==> src/rtl/ulpi_cmd_pkg.sv <==
package ulpi_cmd_pkg;

  typedef enum logic [3:0] {
    ST_RESET,
    ST_IDLE,
    ST_WR_CMD,
    ST_WR_DATA,
    ST_WR_STP,
    ST_TX,
    ST_RD_CMD,
    ST_RD_TURN,
    ST_RD_DRIVE,
    ST_CL_TURN,
    ST_CL_DRIVE
  } phyState_t;

  typedef enum logic [1:0] {
    CMD_NOOP = 2'b00,
    CMD_TX   = 2'b01,
    CMD_WR   = 2'b10,
    CMD_RD   = 2'b11
  } cmdType_t;

  // strobes from the sequencer to the datapath
  typedef struct packed {
    logic capAddr;
    logic capData;
    logic commitWr;
    logic readReg;
    logic loadRd;
    logic loadSt;
    logic driveOe;
  } strobe_t;

endpackage

==> src/rtl/ulpi_cmd_ctrl.sv <==
module ulpi_cmd_ctrl
  import ulpi_cmd_pkg::*;
(
  input  logic          clk,
  input  logic          rstN,
  input  logic [1:0]    cmdTop,
  input  logic          stp,
  input  logic          phyClaim,
  output logic          dir,
  output logic          nxt,
  output strobe_t       strb
);

  phyState_t state, nextState;
  cmdType_t  cmdType;

  assign cmdType = cmdType_t'(cmdTop);

  always_ff @(posedge clk or negedge rstN) begin
    if (!rstN) state <= ST_RESET;
    else       state <= nextState;
  end

  always_comb begin
    nextState = state;
    strb      = '0;
    unique case (state)
      ST_RESET: nextState = ST_IDLE;
      ST_IDLE: begin
        if (phyClaim) nextState = ST_CL_TURN;
        else begin
          unique case (cmdType)
            CMD_TX: nextState = ST_TX;
            CMD_WR: begin nextState = ST_WR_CMD; strb.capAddr = 1'b1; end
            CMD_RD: begin nextState = ST_RD_CMD; strb.capAddr = 1'b1; end
            default: nextState = ST_IDLE;
          endcase
        end
      end
      ST_WR_CMD:  nextState = phyClaim ? ST_CL_TURN : ST_WR_DATA;
      ST_WR_DATA: begin
        if (phyClaim) nextState = ST_CL_TURN;
        else begin nextState = ST_WR_STP; strb.capData = 1'b1; end
      end
      ST_WR_STP: begin
        if (phyClaim) nextState = ST_CL_TURN;
        else begin
          nextState     = ST_IDLE;
          strb.commitWr = stp;
        end
      end
      ST_TX:      if (stp) nextState = ST_IDLE;
      ST_RD_CMD:  nextState = phyClaim ? ST_CL_TURN : ST_RD_TURN;
      ST_RD_TURN: begin
        strb.readReg = 1'b1;
        if (stp) nextState = ST_IDLE;
        else begin nextState = ST_RD_DRIVE; strb.loadRd = 1'b1; end
      end
      ST_RD_DRIVE: begin strb.driveOe = 1'b1; nextState = ST_IDLE; end
      ST_CL_TURN: begin
        if (stp) nextState = ST_IDLE;
        else begin nextState = ST_CL_DRIVE; strb.loadSt = 1'b1; end
      end
      ST_CL_DRIVE: begin strb.driveOe = 1'b1; nextState = ST_IDLE; end
      default: nextState = ST_IDLE;
    endcase
  end

  assign dir = state inside {ST_RESET, ST_RD_TURN, ST_RD_DRIVE, ST_CL_TURN, ST_CL_DRIVE};
  assign nxt = state inside {ST_WR_CMD, ST_WR_DATA, ST_TX, ST_RD_CMD};

endmodule

==> src/rtl/ulpi_cmd_dp.sv <==
module ulpi_cmd_dp
  import ulpi_cmd_pkg::*;
#(
  parameter int DATA_W = 8,
  parameter int ADDR_W = 6
) (
  input  logic              clk,
  input  logic              rstN,
  input  strobe_t           strb,
  input  logic [DATA_W-1:0] dataIn,
  input  logic [DATA_W-1:0] regRdata,
  input  logic [DATA_W-1:0] statusByte,
  output logic [DATA_W-1:0] dataOut,
  output logic              dataOe,
  output logic [ADDR_W-1:0] regAddr,
  output logic [DATA_W-1:0] regWdata,
  output logic              regWe,
  output logic              regRe
);

  logic [ADDR_W-1:0] addrQ;
  logic [DATA_W-1:0] wdataQ;
  logic [DATA_W-1:0] outQ;

  always_ff @(posedge clk or negedge rstN) begin
    if (!rstN) begin
      addrQ  <= '0;
      wdataQ <= '0;
      outQ   <= '0;
    end else begin
      if (strb.capAddr) addrQ  <= dataIn[ADDR_W-1:0];
      if (strb.capData) wdataQ <= dataIn;
      if (strb.loadRd)      outQ <= regRdata;
      else if (strb.loadSt) outQ <= statusByte;
    end
  end

  assign regAddr  = addrQ;
  assign regWdata = wdataQ;
  assign regWe    = strb.commitWr;
  assign regRe    = strb.readReg;
  assign dataOut  = outQ;
  assign dataOe   = strb.driveOe;

endmodule

==> src/rtl/ulpi_cmd_rx.sv <==
module ulpi_cmd_rx
  import ulpi_cmd_pkg::*;
#(
  parameter int DATA_W = 8,
  parameter int TYPE_W = 2,
  localparam int ADDR_W = DATA_W - TYPE_W
) (
  input  logic              clk,
  input  logic              rstN,
  input  logic [DATA_W-1:0] dataIn,
  output logic [DATA_W-1:0] dataOut,
  output logic              dataOe,
  output logic              dir,
  input  logic              stp,
  output logic              nxt,
  input  logic              phyClaim,
  input  logic [DATA_W-1:0] statusByte,
  output logic [ADDR_W-1:0] regAddr,
  output logic [DATA_W-1:0] regWdata,
  output logic              regWe,
  output logic              regRe,
  input  logic [DATA_W-1:0] regRdata
);

  strobe_t strb;

  ulpi_cmd_ctrl u_ctrl (
    .clk      (clk),
    .rstN     (rstN),
    .cmdTop   (dataIn[DATA_W-1 -: TYPE_W]),
    .stp      (stp),
    .phyClaim (phyClaim),
    .dir      (dir),
    .nxt      (nxt),
    .strb     (strb)
  );

  ulpi_cmd_dp #(.DATA_W(DATA_W), .ADDR_W(ADDR_W)) u_dp (
    .clk        (clk),
    .rstN       (rstN),
    .strb       (strb),
    .dataIn     (dataIn),
    .regRdata   (regRdata),
    .statusByte (statusByte),
    .dataOut    (dataOut),
    .dataOe     (dataOe),
    .regAddr    (regAddr),
    .regWdata   (regWdata),
    .regWe      (regWe),
    .regRe      (regRe)
  );

endmodule

==> config.mk <==
export PLATFORM = sky130hd
export DESIGN_NAME = ulpi_cmd_rx
export DESIGN_NICKNAME = d
export VERILOG_FILES = /design/src/rtl/ulpi_cmd_pkg.sv /design/src/rtl/ulpi_cmd_ctrl.sv /design/src/rtl/ulpi_cmd_dp.sv /design/src/rtl/ulpi_cmd_rx.sv
export SDC_FILE = /design/constraint.sdc
export NUM_CORES = 1
export LEC_CHECK = 0
export ABC_AREA = 1
export BUFFER_PORTS_ARGS = -buffer_cell sky130_fd_sc_hd__buf_2
export CAP_MARGIN = 15
export CORE_MARGIN = 4
export CORE_UTILIZATION = 35
export CTS_BUF_LIST = sky130_fd_sc_hd__clkbuf_4 sky130_fd_sc_hd__clkbuf_8 sky130_fd_sc_hd__clkbuf_16
export DETAILED_ROUTE_END_ITERATION = 10
export GPL_ROUTABILITY_DRIVEN = 0
export PLACE_DENSITY = 0.71
export SLEW_MARGIN = 15
export SYNTH_ARGS = -nofsm -noshare
export SYNTH_HDL_FRONTEND = slang
export SYNTH_SLANG_ARGS = --single-unit
==> constraint.sdc <==
create_clock -name clk -period 1.2 [get_ports clk]
set_input_delay 0.06 -clock clk [delete_from_list [all_inputs] [get_ports clk]]
set_output_delay 0.06 -clock clk [all_outputs]
set_load 0.1 [all_outputs]
==> metrics.txt <==
Slew Viols, Final=0; syn nets=~200; DP Cell Count=~290; post-route insts no fill=between 300 and 400; crit path launch=u_ctrl.state[1]; H-tree Lvls=1; Clock Path Buffers=2; clock slew at reported path FFs=roughly 0.090 ns; Final Net Count=slightly below 300; antenna cells=0; largest net degree at the start of global routing=27; Initial Util=0.370; share of layout cells above drive strength 1=0.581; fin crit period=around 1.5 ns; final-report hold violation count=0; Min-Delay Path Class=primary input to register; mean post-synth cell area=approximately 8 um^2; vias in the first global route=1482; gr ovfl total=0; crit path launch type=register; CTS tree=yes; Clock Latency Late Sink=about 0.27 ns; normalized max-slew margin=0.597; Die Span X=between 70 and 80 um; routed vias/inst=~4.8; Root Driver=clkbuf_8; required time worst endpoint=around 1.1 ns; final core utilization=0.623; pre-CTS setup slack=-0.128 ns; # Max-Cap Violations=0; Routed WL=between 4 and 5 mm; vias=about 1500; outcome=finished, violations left; Max Clk Rate=about 660 MHz; worst reg2reg startpoint=u_ctrl.state[3]; kind of critical path=register to output pin; Worst-Margin Slew=about 0.6 ns; die height=a little over 70 um; initial antenna violation count=0; total global-route track usage=0.157; synthesis-to-layout area growth=68.4%; WP data arrival=~1.5 ns; cts bufs inserted=3; die area=between 0.005 and 0.006 mm^2; fin crit share=1.26; Routed Antenna Nets=0; CP Max Fanout=4; drt first pass iters=4; IO Count=55; CORE AREA=about 0.0037 mm^2; # rows=22; Fillers=approximately 300; initial DRC count=67; Cells after Synth=about 170; Clock Skew=between 0.002 and 0.0025 ns; critical path endpoint category=output pin; Synthesis Warnings=0; synthesis-stage register bit count=26; final setup vio count=31; WL per Instance=around 14 um; DP HPWL=roughly 2.6 mm; setup ws final=-0.307 ns; number of port buffers=54; first-pass GRT wire length=~6.6 mm; Residual DRC=0; clock sinks=26; Seq/Total Area, Yosys=0.470; failing checks=negative setup slack; hold path start=regRdata[7]; Distinct cells, synth=17; mapped cell area=approximately 0.0014 mm^2; RSZ-0062 raised after global routing=true
[layout by cell type, fill, tap and decap left out, drive strengths merged]
master and instances:
nor4 1, clkbuf 4, dfrtp 26, o21ai 16
nand2 49, nand3 36, inv 27, buf 82
nand4 1, nor2 17, dlygate4sd3 1
[logic make-up after synthesis]
kind of cell,Yosys count,share of synthesized area
AO/OA/AOI/OAI,16,0.0958
buffers and inverters,31,0.101
flip-flops,26,0.470
AND/OR/NAND/NOR,101,0.333
[per-layer routing]
| metal | up-vias | part of all wire | global-route usage |
|---|---|---|---|
| met5 | - | 0 | 0 |
| met4 | 0 | 0.012 | 0.0251 |
| met2 | 42 | 0.54 | 0.278 |
| met1 | 701 | 0.40 | 0.203 |
| li1 | 729 | - | - |
| met3 | 5 | 0.047 | 0.0284 |
[per-stage QoR]
step	cell area, um^2	hold slack [ns]	TNS (ns)
floorplan	1460	-0.236	-3.32
global placement	1950	0.0910	-1.05
detailed placement	1950	0.0956	-1.44
CTS	2190	0.0137	-2.90
global route	2330	0.0267	-6.07
finish	2330	0.00757	-4.10
[cell usage after synthesis (all sizes together)]
| cell type | instances | area, um^2 |
|---|---|---|
| nor4 | 1 | 6.26 |
| nand3 | 34 | 188 |
| nand2 | 48 | 183 |
| nand4 | 1 | 6.26 |
| dfrtp | 26 | 651 |
| o21ai | 16 | 133 |
| nor2 | 17 | 78.8 |
| buf | 4 | 38.8 |
| inv | 27 | 101 |
[critical path: stages, from the launching register on]
cell and delay [ns]:
dfrtp_1 0.44, inv_2 0.11, nand2_2 0.07, nor2_2 0.12, buf_4 0.14, nor2_4 0.04
o21ai_4 0.06, buf_12 0.19
[flip-flops by register name, summed over array words and instances, names as in the netlist]
name,cells
u_dp.regAddr,6
u_dp.dataOut,8
u_ctrl.state,4
u_dp.regWdata,8
[final timing paths]
check | endpoint | slack [ns] | depth (start not counted)
worst max-delay path | dir | -0.31 | 7
worst max register to register | u_dp.dataOut[2] | -0.24 | 8
min in group asynchronous | u_dp.regWdata[2] | 0.32 | 2
max in group asynchronous | u_ctrl.state[0] | 0.47 | 2
worst min-delay path | u_dp.dataOut[7] | 0.008 | 3
worst min register to register | u_dp.regWdata[7] | 0.48 | 2
[cell type report]
class,instances,area (um^2),area share
inverters,27,114,0.0488
repair buffers,83,621,0.266
clock buffers,4,55.1,0.0236
multi-input cells,120,830,0.356
flip-flops and latches,26,653,0.280
well taps,48,60.1,0.0258
[repair_timing]
item                                    in CTS  in global routing
resized for setup                           27                 23
pin swaps                                    8                  8
endpoints found under the setup margin      30                 31
cloned                                       1                  3
setup buffers                                9                  3
hold endpoints to repair                    26                  0
hold buffers                                 1                  0
Power is not shown: default switching activity piles up to over one toggle a cycle in this logic, so the estimate is an artifact.
